`src/rtl/icap_pkg.sv`:
```
package icap_pkg;

  typedef enum logic [1:0] {
    EDGE_OFF  = 2'b00,
    EDGE_RISE = 2'b01,
    EDGE_FALL = 2'b10,
    EDGE_BOTH = 2'b11
  } edge_mode_e;

  localparam int unsigned ADDR_MODE     = 0;
  localparam int unsigned ADDR_FLAGS    = 1;
  localparam int unsigned ADDR_CAP_BASE = 2;

  // Bit position of a channel's mode field inside the mode register.
  // Index 0 is channel 1; channel 4 sits in the top pair.
  function automatic int unsigned mode_lsb(input int unsigned idx);
    case (idx)
      0:       return 4;
      1:       return 2;
      2:       return 0;
      3:       return 6;
      default: return 2 * idx;
    endcase
  endfunction

endpackage

```
`src/rtl/icap_rst_sync.sv`:
```
module icap_rst_sync #(
  parameter int unsigned STAGES = 2
) (
  input  logic clk,
  input  logic arst_n,
  output logic rst_n_o
);
  logic [STAGES-1:0] chain_q;
  logic [STAGES-1:0] chain_d;

  always_comb chain_d = {chain_q[STAGES-2:0], 1'b1};

  always_ff @(posedge clk or negedge arst_n) begin
    if (!arst_n) chain_q <= '0;
    else         chain_q <= chain_d;
  end

  assign rst_n_o = chain_q[STAGES-1];
endmodule

```
`src/rtl/icap_counter.sv`:
```
module icap_counter #(
  parameter int unsigned WIDTH = 16
) (
  input  logic             clk,
  input  logic             rst_n,
  output logic [WIDTH-1:0] count
);
  logic [WIDTH-1:0] cnt_q;
  logic [WIDTH-1:0] cnt_d;

  always_comb cnt_d = cnt_q + WIDTH'(1);

  always_ff @(posedge clk or negedge rst_n) begin
    if (!rst_n) cnt_q <= '0;
    else        cnt_q <= cnt_d;
  end

  assign count = cnt_q;
endmodule

```
`src/rtl/icap_edge_sync.sv`:
```
module icap_edge_sync
  import icap_pkg::*;
#(
  parameter int unsigned STAGES = 2
) (
  input  logic       clk,
  input  logic       rst_n,
  input  logic       pin,
  input  edge_mode_e mode,
  input  logic       enable,
  output logic       hit
);
  // STAGES synchronizer flops plus one history flop for edge detection
  logic [STAGES:0] sh_q;
  logic [STAGES:0] sh_d;
  logic            now_lvl, prev_lvl, went_up, went_down;

  always_comb sh_d = {sh_q[STAGES-1:0], pin};

  always_ff @(posedge clk or negedge rst_n) begin
    if (!rst_n) sh_q <= '0;
    else        sh_q <= sh_d;
  end

  assign now_lvl   = sh_q[STAGES-1];
  assign prev_lvl  = sh_q[STAGES];
  assign went_up   = now_lvl & ~prev_lvl;
  assign went_down = ~now_lvl & prev_lvl;

  always_comb begin
    unique case (mode)
      EDGE_RISE: hit = enable & went_up;
      EDGE_FALL: hit = enable & went_down;
      EDGE_BOTH: hit = enable & (went_up | went_down);
      default:   hit = 1'b0;
    endcase
  end
endmodule

```
`src/rtl/icap_channel.sv`:
```
module icap_channel #(
  parameter int unsigned WIDTH = 16
) (
  input  logic             clk,
  input  logic             rst_n,
  input  logic             hit,
  input  logic             block,
  input  logic [WIDTH-1:0] count,
  input  logic             flag_clr,
  output logic [WIDTH-1:0] cap_o,
  output logic             took_o,
  output logic             pend_o,
  output logic             flag_o
);
  logic [WIDTH-1:0] cap_q, cap_d;
  logic [WIDTH-1:0] park_q, park_d;
  logic             park_en;
  logic             pend_q, pend_d;
  logic             flag_q, flag_d;
  logic             took;

  always_comb begin
    took    = 1'b0;
    cap_d   = cap_q;
    park_d  = park_q;
    park_en = 1'b0;
    pend_d  = pend_q;
    if (block) begin
      if (hit) begin
        park_en = 1'b1;
        park_d  = count;
        pend_d  = 1'b1;
      end
    end else if (hit) begin
      took   = 1'b1;
      cap_d  = count;
      pend_d = 1'b0;
    end else if (pend_q) begin
      took   = 1'b1;
      cap_d  = park_q;
      pend_d = 1'b0;
    end
    flag_d = took | (flag_q & ~flag_clr);
  end

  // Sample storage is deliberately left out of reset.
  always_ff @(posedge clk) begin
    if (took)    cap_q  <= cap_d;
    if (park_en) park_q <= park_d;
  end

  always_ff @(posedge clk or negedge rst_n) begin
    if (!rst_n) begin
      pend_q <= 1'b0;
      flag_q <= 1'b0;
    end else begin
      pend_q <= pend_d;
      flag_q <= flag_d;
    end
  end

  assign cap_o  = cap_q;
  assign took_o = took;
  assign pend_o = pend_q;
  assign flag_o = flag_q;
endmodule

```
`src/rtl/icap_unit.sv`:
```
module icap_unit
  import icap_pkg::*;
#(
  parameter int unsigned NCH         = 4,
  parameter int unsigned CW          = 16,
  parameter int unsigned AW          = 4,
  parameter int unsigned DW          = 8,
  parameter int unsigned SYNC_STAGES = 2
) (
  input  logic           clk,
  input  logic           rst_n,
  input  logic           bus_sel,
  input  logic           bus_wr,
  input  logic [AW-1:0]  bus_addr,
  input  logic [DW-1:0]  bus_wdata,
  output logic [DW-1:0]  bus_rdata,
  input  logic [NCH-1:0] cap_pin,
  input  logic           ch4_enable
);
  localparam int unsigned MODE_W = 2 * NCH;

  logic                     rst_n_i;
  logic [CW-1:0]            count;
  logic [MODE_W-1:0]        mode_q, mode_d;
  logic                     rd_act, wr_act;
  logic [NCH-1:0]           hi_rd, hit, took, pend, flags, flag_clr;
  logic [NCH-1:0][CW-1:0]   cap;

  icap_rst_sync #(.STAGES(2)) u_rst (
    .clk(clk), .arst_n(rst_n), .rst_n_o(rst_n_i)
  );

  icap_counter #(.WIDTH(CW)) u_cnt (
    .clk(clk), .rst_n(rst_n_i), .count(count)
  );

  assign rd_act = bus_sel & ~bus_wr;
  assign wr_act = bus_sel & bus_wr;

  always_comb begin
    mode_d = mode_q;
    if (wr_act && bus_addr == AW'(ADDR_MODE)) mode_d = bus_wdata[MODE_W-1:0];
  end

  always_ff @(posedge clk or negedge rst_n_i) begin
    if (!rst_n_i) mode_q <= '0;
    else          mode_q <= mode_d;
  end

  for (genvar k = 0; k < NCH; k++) begin : g_ch
    localparam int unsigned LSB = mode_lsb(k);
    localparam logic [AW-1:0] HI_ADDR = AW'(ADDR_CAP_BASE + 2 * k);
    logic       en_k;
    edge_mode_e mode_k;

    assign mode_k      = edge_mode_e'(mode_q[LSB +: 2]);
    assign hi_rd[k]    = rd_act && (bus_addr == HI_ADDR);
    assign flag_clr[k] = wr_act && (bus_addr == AW'(ADDR_FLAGS)) && bus_wdata[k];

    if (k == NCH - 1) begin : g_gated
      assign en_k = ch4_enable;
    end else begin : g_free
      assign en_k = 1'b1;
    end

    icap_edge_sync #(.STAGES(SYNC_STAGES)) u_edge (
      .clk(clk), .rst_n(rst_n_i), .pin(cap_pin[k]),
      .mode(mode_k), .enable(en_k), .hit(hit[k])
    );

    icap_channel #(.WIDTH(CW)) u_chan (
      .clk(clk), .rst_n(rst_n_i), .hit(hit[k]), .block(hi_rd[k]),
      .count(count), .flag_clr(flag_clr[k]),
      .cap_o(cap[k]), .took_o(took[k]), .pend_o(pend[k]), .flag_o(flags[k])
    );
  end

  always_comb begin
    bus_rdata = '0;
    if (rd_act) begin
      if (bus_addr == AW'(ADDR_MODE))  bus_rdata = DW'(mode_q);
      if (bus_addr == AW'(ADDR_FLAGS)) bus_rdata = DW'(flags);
      for (int k = 0; k < NCH; k++) begin
        if (bus_addr == AW'(ADDR_CAP_BASE + 2 * k))     bus_rdata = cap[k][CW-1 -: DW];
        if (bus_addr == AW'(ADDR_CAP_BASE + 2 * k + 1)) bus_rdata = cap[k][DW-1:0];
      end
    end
  end
endmodule

```
`config.mk`:
```
export PLATFORM = sky130hd
export DESIGN_NAME = icap_unit
export DESIGN_NICKNAME = d
export VERILOG_FILES = /design/src/rtl/icap_pkg.sv /design/src/rtl/icap_rst_sync.sv /design/src/rtl/icap_counter.sv /design/src/rtl/icap_edge_sync.sv /design/src/rtl/icap_channel.sv /design/src/rtl/icap_unit.sv
export SDC_FILE = /design/constraint.sdc
export NUM_CORES = 1
export LEC_CHECK = 0
export BUFFER_PORTS_ARGS = -buffer_cell sky130_fd_sc_hd__buf_4
export CELL_PAD_IN_SITES_DETAIL_PLACEMENT = 0
export CELL_PAD_IN_SITES_GLOBAL_PLACEMENT = 1
export CORE_MARGIN = 2
export CORE_UTILIZATION = 50
export CTS_CLUSTER_SIZE = 25
export DETAILED_ROUTE_END_ITERATION = 8
export PLACE_DENSITY = 0.82
export SKIP_CTS_REPAIR_TIMING = 1
export SLEW_MARGIN = 25
export SYNTH_ARGS = -nofsm -noshare
export SYNTH_HDL_FRONTEND = slang
export SYNTH_SLANG_ARGS = --single-unit
```
`constraint.sdc`:
```
create_clock -name clk -period 4 [get_ports clk]
set_input_delay 0.8 -clock clk [delete_from_list [all_inputs] [get_ports clk]]
set_output_delay 0.8 -clock clk [all_outputs]
set_load 0.02 [all_outputs]
```
Word-level counts from Yosys, hierarchy flattened
Index checks and enable logic that the tools add are counted.
{ "word_totals": {"output_inout_bits": 8, "in_bits": 21, "register_bits": 174} }
{ "op_classes": {"reduce_logical": 23, "add_sub_neg": 1, "n_bitwise": 42, "n_mux": 51, "n_eq_ne": 25} }
{ "op_table": {"columns": ["operator", "n"], "rows": [
  ["16-bit two-way mux", 8],
  ["8-bit two-way mux", 11],
  ["1-bit two-way mux", 28],
  ["3-bit AND reduction", 8],
  ["1-bit bitwise AND", 17],
  ["1-bit inverter", 17],
  ["16-bit by 1-bit adder with 16-bit output (second input constant)", 1],
  ["2-bit equality test (second input constant)", 8],
  ["4-bit by 3-bit equality test with 1-bit output (second input constant)", 4],
  ["1-bit case mux with 3 select lines", 4],
  ["1-bit logical AND", 10],
  ["2-bit by 1-bit equality test with 1-bit output (second input constant)", 4],
  ["4-bit by 2-bit equality test with 1-bit output (second input constant)", 2],
  ["4-bit equality test (second input constant)", 2],
  ["2-bit by 1-bit inequality test with 1-bit output (second input constant)", 4],
  ["1-bit OR", 8],
  ["2-bit nonzero test", 4],
  ["4-bit by 1-bit equality test with 1-bit output (second input constant)", 1],
  ["4-bit logical NOT", 1]
]} }

Longest topological paths before layout
Gate-level depths: netlist of run 1.
{ "depth": {"ltp_word": 12, "ltp_mapped": 7} }

By module
From an unflattened synthesis of run 1, not the netlist that was laid out.
{ "hier_totals": {"hier_cells": 493, "area_unflattened_um2": 7689.9} }
{ "modules_own_cells": {"columns": ["mod", "cells_per_inst", "area_each_um2", "n_inst", "seq_area_each_um2"], "rows": [
  ["icap_channel", 58, 1287.5, 4, 1011.0],
  ["icap_unit", 153, 1233.7, 1, 200.2],
  ["icap_counter", 57, 701.9, 1, 400.4],
  ["icap_edge_sync", 12, 137.6, 4, 75.1],
  ["icap_rst_sync", 3, 53.8, 1, 50.0]
]} }

Worst setup path before layout of run 1
No wires, ideal clock.
{ "synth_path": {"path_type": "input-to-reg", "startpoint": "input port bus_addr[0]", "endpoint": "register g_ch[0].u_chan.cap_q[0] (enable)", "stages": 5, "setup_ps": 416, "arrival_time_ps": 2609, "path_slack_ps": 975, "required_ps": 3584, "cell_sequence": "buf_2 > buf_6 > inv_1 > nand4_1 > a21boi_0"} }
{ "synth_between": {"elab_chain_len": 4, "elab_cells_between_ends": 5} }
{ "synth_lines": {"columns": ["element", "line", "rtl"], "rows": [
  ["start, declared", "icap_unit.sv:14", "input logic [AW-1:0] bus_addr,"],
  ["4-bit by 2-bit equality test with 1-bit output (*)", "icap_unit.sv:57", "assign hi_rd[k] = rd_act && (bus_addr == HI_ADDR);"],
  ["1-bit logical AND (*)", "icap_unit.sv:57", null],
  ["1-bit two-way mux / 1-bit inverter (equally long branches)", null, null],
  ["3-bit AND reduction (no source line) (*)", null, null],
  ["end signal, assigned", "icap_channel.sv:48", "if (took) cap_q <= cap_d;"],
  ["end, declared", "icap_channel.sv:15", "logic [WIDTH-1:0] cap_q, cap_d;"]
]} }
Every way passes the cells marked *; elsewhere a longest branch is shown, timed or not.
A chain may end at the register's enable or synchronous reset.

Worst setup path in the final report of run 1
{ "layout_path": {"startpoint": "input port bus_addr[1]", "endpoint": "output port bus_rdata[1]"} }
{ "layout_between": {"elab_chain_len": 12, "elab_cells_between_ends": 21} }
{ "layout_lines": {"columns": ["element", "line", "rtl"], "rows": [
  ["4-bit logical NOT", "icap_unit.sv:81", "if (bus_addr == AW'(ADDR_MODE)) bus_rdata = DW'(mode_q);"],
  ["8-bit two-way mux", "icap_unit.sv:81", null],
  ["8-bit two-way mux", "icap_unit.sv:82", "if (bus_addr == AW'(ADDR_FLAGS)) bus_rdata = DW'(flags);"],
  ["8-bit two-way mux", "icap_unit.sv:84", "if (bus_addr == AW'(ADDR_CAP_BASE + 2 * k)) bus_rdata = cap[k][CW-1 -: DW];"],
  ["8-bit two-way mux", "icap_unit.sv:85", "if (bus_addr == AW'(ADDR_CAP_BASE + 2 * k + 1)) bus_rdata = cap[k][DW-1:0];"],
  ["8-bit two-way mux", "icap_unit.sv:84", null],
  ["8-bit two-way mux", "icap_unit.sv:85", null],
  ["8-bit two-way mux", "icap_unit.sv:84", null],
  ["8-bit two-way mux", "icap_unit.sv:85", null],
  ["8-bit two-way mux", "icap_unit.sv:84", null],
  ["8-bit two-way mux (*)", "icap_unit.sv:85", null],
  ["8-bit two-way mux (*)", "icap_unit.sv:80", "if (rd_act) begin"],
  ["end, declared", "icap_unit.sv:16", "output logic [DW-1:0] bus_rdata,"]
]} }
Marks and branches as above.

==> summary.md, run 1 <==
| Metric | Value |
|---|---|
| CTS Buf Count | `17` |
| Number of synthesized flops with an enable pin | `128` |
| Drt pass-1 iters | `5` |
| CP endpoint kind | `output port` |
| Ports | `29` |
| Worst slew pin tran | `690 ps` |
| Row count | `44` |
| Largest net degree at the start of global routing | `45` |
| Asr flop ratio synth | `26.4%` |
| Flop2flop setup slack | `1440 ps` |
| Max cap viols | `0` |
| DRC | `0` |
| Drt initial violations | `408` |
| Clock Pin Slew Worst Setup and Hold Paths | `60 ps` |
| Wire length on met2 | `7.12 mm` |
| ANT nets after route | `0` |
| Area Growth Syn to Fin | `12.8%` |
| Reg2reg end | `g_ch[2].u_chan.park_q[3]` |
| Antenna violations before repair | `0` |
| GRT Total Usage | `20.2%` |
| Die area | `15,800 µm²` |
| Register area share after synthesis | `67.3%` |
| HPWL after DPL | `9.68 mm` |
| Yosys reg bits | `174` |
| Clock sink total | `174` |
| Die height | `126 µm` |
| Worst EP required | `3200 ps` |
| DR WL/cell | `21.1 µm` |
| Comb power frac | `8.5%` |
| Switching power | `956 µW` |
| VDD IR max | `0.000296 V` |
| Final Critical Period | `3210 ps` |
| P per Cell Area | `481 nW/µm²` |
| Rel. slew slack | `54.0%` |
| Worst setup SP type | `primary input` |
| Crit-path cells | `buf_4, or3b_1, o22ai_1, o22ai_1, a21oi_1, buf_4` |
| Number of warnings issued by yosys | `0` |
| # diodes | `0` |
| Fin area | `8370 µm²` |
| Syn Inst Count | `485` |
| Top Metal Used | `met4` |
| Crit path DAT | `2410 ps` |
| RSZ-0062 raised after global routing | `no` |
| Outcome | `finished, final reports clean` |
| CP max stage delay | `500 ps` |
| Dpl cell area | `7800 µm²` |
| Die width | `126 µm` |
| Hold WC Path Type | `in -> async` |
| Syn Std Cell Area | `7420 µm²` |
| Via count | `4,191` |
| Power Total | `4.03 mW` |
| Fraction of layout cells with a size suffix above 1 | `29.1%` |
| CP max-delay cell | `or3b_1` |
| Pint | `3.08 mW` |
| CP Class | `in -> out` |
| Max-slew violation count | `0` |
| WL final | `15.1 mm` |
| H-Tree Depth | `4` |
| Period utilization | `80.3%` |
| Crit path max fanout | `27` |
| Initial core utilization | `51.1%` |
| Total core area | `14,500 µm²` |
| Switch share | `23.7%` |
| Fmax achieved | `0.312 GHz` |
| CTS tree | `built` |
| Metal3 WL | `950 µm` |
| Setup Viol. Count Final | `0` |
| Final hold violation count | `0` |
| Root Buffer | `clkbuf_16` |
| Layout Cells excl Fill | `717` |
| Setup_tns | `0 ps` |
| Clock buffer depth | `2` |
| Wl on met1 | `6.64 mm` |
| Worst hold margin | `136 ps` |
| WP buf/inv | `2` |
| First-pass GRT wire length | `23.7 mm` |
| Placed Cells | `685` |
| Worst-skew pair later-pin latency | `430 ps` |
| Seq pwr share | `52.3%` |
| Via density | `5.85` |
| R2R cell count | `7` |
| CP delay by family, top | `compound AO/OA/AOI/OAI gates` |
| Avg Cell Area, Syn | `15.3 µm²` |
| Clock Power Share | `39.2%` |
| Gpl congestion | `0.855` |
| Yosys cell types | `57` |
| Top_reg_cell synth | `edfxtp_1` |
| Net Count, Synth | `515` |
| Post-layout nets | `550` |
| Fin Clk Skew | `11.8 ps` |
| Input/output buffers | `28` |
| R2r startpoint | `g_ch[2].u_edge.sh_q[1]` |
| GR Overflow Total | `0` |
| P_leak | `3.37 nW` |
| Number of global-route vias before repair | `4,200` |
layer usage:
metal  track usage, %  up-vias
li1                 -     1893
met1             28.1     2119
met2             30.8      151
met3             4.89       28
met4             8.40        0
met5                0        -
kinds of logic after synthesis:
kind of cell    count (synthesis)  synth area share [%]
compound gates                 70                  6.19
buf+inv                        39                  2.85
other cells                     1                0.0505
mux                            91                  13.6
fa+ha+maj                       9                  1.52
flops                         174                  67.3
simple gates                   87                  6.83
xor+xnor                       14                  1.65
state kept, by name, indices dropped and copies added (netlist names):
signal and cells:
u_cnt.count 16, mode_q 8, g_ch.u_chan.cap_o 64, g_ch.u_chan.pend_o 4, g_ch.u_chan.park_q 64, u_rst.chain_q 2, g_ch.u_chan.flag_o 4, g_ch.u_edge.sh_q 12
metrics by stage:
stage / utilization (%) / setup slack, ps
finish: 57.6 / 790
global route: 57.6 / 706
CTS: 57.6 / 798
detailed placement: 53.7 / 809
global placement: 53.7 / 809
floorplan: - / 975
cell usage after synthesis, drive strengths merged (2+ instances only):
library cell  count  area share, %
nor3              3           0.27
or3b              4           0.47
ha                9            1.5
mux2             71             11
dfrtp            46             16
inv              18           0.91
a22oi             3           0.30
a21boi            2           0.20
o21ai            12           0.86
o221ai            2           0.24
o211ai            2           0.20
nand4             4           0.42
o22ai             9           0.76
a2bb2oi           5           0.59
o21a              2           0.20
nand3             9           0.61
buf              18            1.8
nor2             18           0.91
edfxtp          128             52
or3               2           0.17
xnor2            11            1.3
nand3b            4           0.40
o2bb2ai           2           0.24
nor2b             9           0.76
and2              2           0.17
mux2i            19            2.6
a31oi             8           0.76
nand2            18            1.1
and3              4           0.34
nand2b            3           0.25
xor2              3           0.35
a21o              3           0.30
clkbuf            3           0.17
a21oi            18            1.3
or2               3           0.25
power groups by stage:
stage | registers (mW) | logic (mW) | clock network (mW)
after floorplan | 2.12 | 0.246 | 0
after global placement | 2.14 | 0.335 | 0
after detailed placement | 2.15 | 0.342 | 0
after CTS | 2.11 | 0.344 | 1.61
after global routing | 2.12 | 0.370 | 1.67
final | 2.11 | 0.343 | 1.58
how the worst max path moves through the flow:
stage	from	endpoint	slack, ps	cells past startpoint
2_1_floorplan	bus_addr[0]	g_ch[0].u_chan.cap_o[0]	970	5
3_3_place_gp	bus_addr[1]	bus_rdata[1]	810	6
3_5_place_dp	bus_addr[1]	bus_rdata[1]	810	6
4_1_cts	bus_addr[1]	bus_rdata[1]	800	6
5_1_grt	bus_addr[0]	bus_rdata[3]	710	6
6_report	bus_addr[1]	bus_rdata[1]	790	6
final cells by class:
class,count,area [µm²]
fillers,1127,6160
flip-flops and latches,174,5000
multi-input cells,272,2230
clock buffers,19,443
repair buffers,37,278
well taps,184,230
clock inverters,13,128
inverters,18,67.6
placed cells by master (no fill, tap or decap), drive strengths merged, types with 2 or more instances in the layout:
| cell type | netlist | routed |
|---|---|---|
| a31oi | 8 | 8 |
| o21ai | 12 | 12 |
| or3 | 2 | 2 |
| dfrtp | 46 | 46 |
| ha | 9 | 9 |
| a22oi | 3 | 3 |
| clkinv | 0 | 4 |
| inv | 18 | 24 |
| nand2 | 18 | 18 |
| a2bb2oi | 5 | 5 |
| mux2i | 19 | 19 |
| nor2b | 9 | 9 |
| o2bb2ai | 2 | 2 |
| nor2 | 18 | 18 |
| o211ai | 2 | 2 |
| nand3b | 4 | 4 |
| nand3 | 9 | 9 |
| edfxtp | 128 | 128 |
| or3b | 4 | 4 |
| clkinvlp | 0 | 2 |
| nand2b | 3 | 3 |
| xnor2 | 11 | 11 |
| a21o | 3 | 3 |
| xor2 | 3 | 3 |
| and3 | 4 | 4 |
| buf | 18 | 37 |
| nor3 | 3 | 3 |
| or2 | 3 | 3 |
| a21boi | 2 | 2 |
| o21a | 2 | 2 |
| a21oi | 18 | 18 |
| and2 | 2 | 2 |
| o22ai | 9 | 9 |
| clkbuf | 3 | 19 |
| o221ai | 2 | 2 |
| mux2 | 71 | 71 |
| nand4 | 4 | 4 |
No activity file was read; power rests on OpenSTA's default activity.
==> inputs of run 2 (changes only) <==
Clock period 4 ns to 3 ns, I/O delays scaled along.
==> summary.md, run 2 (synthesis results as in run 1) <==
| Metric | Value |
|---|---|
| Layout Cells excl Fill | `723 (+0.84%)` |
| Input/output buffers | `28 (unchanged)` |
| Crit path DAT | `2160 ps (-250 ps)` |
| Reg2reg end | `g_ch[2].u_chan.park_q[12]` |
| Via density | `5.69 (-2.6%)` |
| Final hold violation count | `0 (unchanged)` |
| Worst EP required | `2400 ps (-800 ps)` |
| Multi-input gate area | `2230 µm² (unchanged)` |
| Max cap viols | `0 (unchanged)` |
| GRT Total Usage | `20.5% (+0.32 points)` |
| Largest net degree at the start of global routing | `45 (unchanged)` |
| Most common cell after layout, fill and taps aside | `edfxtp_1` |
| Setup Viol. Count Final | `0 (unchanged)` |
| Outcome | `finished, final reports clean` |
| Total core area | `14,500 µm² (unchanged)` |
| Row count | `44 (unchanged)` |
| Period utilization | `91.9%` |
| Antenna violations before repair | `0 (unchanged)` |
| Gpl congestion | `0.838 (-2.0%)` |
| CP endpoint kind | `output port` |
| Clock sink total | `174 (unchanged)` |
| Commonest non-fill, non-tap cells in the layout | `128 x edfxtp_1, 69 x mux2_2, 45 x dfrtp_1, 41 x buf_4, 19 x mux2i_1` |
| Fmax achieved | `0.363 GHz` |
| VDD IR max | `0.000394 V (+33%)` |
| Post-layout nets | `556 (+1.1%)` |
| GR Overflow Total | `0 (unchanged)` |
| CP max stage delay | `490 ps (about the same)` |
| Worst slew pin tran | `601 ps (-89.3 ps)` |
| Root Buffer | `clkbuf_16` |
| Fraction of layout cells with a size suffix above 1 | `29.5% (+0.42 points)` |
| Placed Cells | `690 (+0.73%)` |
| Worst setup SP type | `primary input` |
| Fin util | `58.3% (+0.71 points)` |
| Die width | `126 µm (unchanged)` |
| CP Class | `in -> out` |
| Crit path max fanout | `21 (-22%)` |
| RSZ-0062 raised after global routing | `no` |
| Drt initial violations | `356 (-13%)` |
| P_leak | `3.41 nW (+1.3%)` |
| Register Area | `5000 µm² (unchanged)` |
| R2R cell count | `7 (unchanged)` |
| Crit-path cells | `buf_4, or3b_1, o22ai_1, o22ai_1, a21oi_1, buf_4` |
| Worst-skew pair later-pin latency | `430 ps (about the same)` |
| Rel. slew slack | `59.9% (+6.0 points)` |
| Via count | `4,116 (-1.8%)` |
| Power Total | `5.54 mW (+37%)` |
| WP depth | `6 (unchanged)` |
| P per Cell Area | `654 nW/µm² (+36%)` |
| CTS tree | `built` |
| Setup_tns | `0 ps (unchanged)` |
| Initial core utilization | `51.1% (unchanged)` |
| Clock Pin Slew Worst Setup and Hold Paths | `60 ps (about the same)` |
| Fin Clk Skew | `6.48 ps (-5.29 ps)` |
| WL final | `15.2 mm (+0.86%)` |
| CP max-delay cell | `or3b_1` |
| Clock buffer depth | `2 (unchanged)` |
| First-pass GRT wire length | `24.1 mm (+1.7%)` |
| DRC | `0 (unchanged)` |
| # diodes | `0 (unchanged)` |
| Drt pass-1 iters | `5 (unchanged)` |
| Die height | `126 µm (unchanged)` |
| Crit. Startpoint | `bus_addr[1]` |
| CP delay by family, top | `compound AO/OA/AOI/OAI gates` |
| Max-slew violation count | `0 (unchanged)` |
| R2r startpoint | `g_ch[2].u_edge.sh_q[1]` |
| Hold WC Path Type | `in -> reg` |
| Flop2flop setup slack | `650 ps (-790 ps)` |
| Filler cells | `1,113 (-1.2%)` |
| Final Critical Period | `2760 ps` |
| Crit path to | `bus_rdata[1]` |
| HPWL after DPL | `9.87 mm (+2.0%)` |
| Area Growth Syn to Fin | `14.2%` |
| H-Tree Depth | `4 (unchanged)` |
| CTS Buf Count | `17 (unchanged)` |
| Ports | `29 (unchanged)` |
| Number of global-route vias before repair | `4,185 (-0.36%)` |
| ANT nets after route | `0 (unchanged)` |
| WP buf/inv | `2 (unchanged)` |
| Die area | `15,800 µm² (unchanged)` |
| DR WL/cell | `21.1 µm (about the same)` |
| Worst hold margin | `276 ps (+140 ps)` |
==> run 2: cell count changes in the layout (fill, tap and decap cells not counted), sizes merged <==
cell,previous run,this run
inv,24,22
bufinv,1,3
clkbuf,19,18
dlygate4sd3,0,1
clkinvlp,2,3
buf,37,42
==> run 2: worst min path at each step <==
stage | from | to | slack, ps | depth (start not counted)
after floorplan | rst_n | u_rst.chain_q[0] | 300 | 0
after global placement | g_ch[0].u_edge.sh_q[0] | g_ch[0].u_edge.sh_q[1] | 330 | 0
after detailed placement | g_ch[2].u_edge.sh_q[0] | g_ch[2].u_edge.sh_q[1] | 340 | 0
after CTS | rst_n | u_rst.chain_q[1] | -80 | 1
after global routing | cap_pin[2] | g_ch[2].u_edge.sh_q[0] | 260 | 1
final | cap_pin[2] | g_ch[2].u_edge.sh_q[0] | 280 | 1
==> run 2: area by class of cell <==
| cell class | instances | share of cell area, % |
|---|---|---|
| sequential | 174 | 59.0 |
| multi-input combinational | 272 | 26.3 |
| clock buffer | 18 | 5.06 |
| timing repair buffer | 43 | 3.99 |
| tap | 184 | 2.72 |
| clock inverter | 14 | 2.17 |
| inverter | 18 | 0.797 |
==> run 2: power breakdown <==
| group | switching [mW] | total, mW | internal (mW) |
|---|---|---|---|
| combinational | 0.264 | 0.464 | 0.200 |
| sequential | 0.0838 | 2.81 | 2.73 |
| clock | 0.939 | 2.26 | 1.33 |
| total | 1.29 | 5.54 | 4.25 |
==> run 2: metal layers <==
metal	global-route usage, %	wire length, µm	vias to the layer above
met4	7.18	329	0
met5	0	0	-
met1	27.3	6700	2070
li1	-	-	1900
met2	33.1	7520	118
met3	5.10	700	28
==> run 2: through the flow <==
stage,cell area [µm²],setup WS [ps]
2_1_floorplan,7420,175
3_3_place_gp,7850,274
3_5_place_dp,7850,291
4_1_cts,8460,287
5_1_grt,8480,147
6_report,8480,244
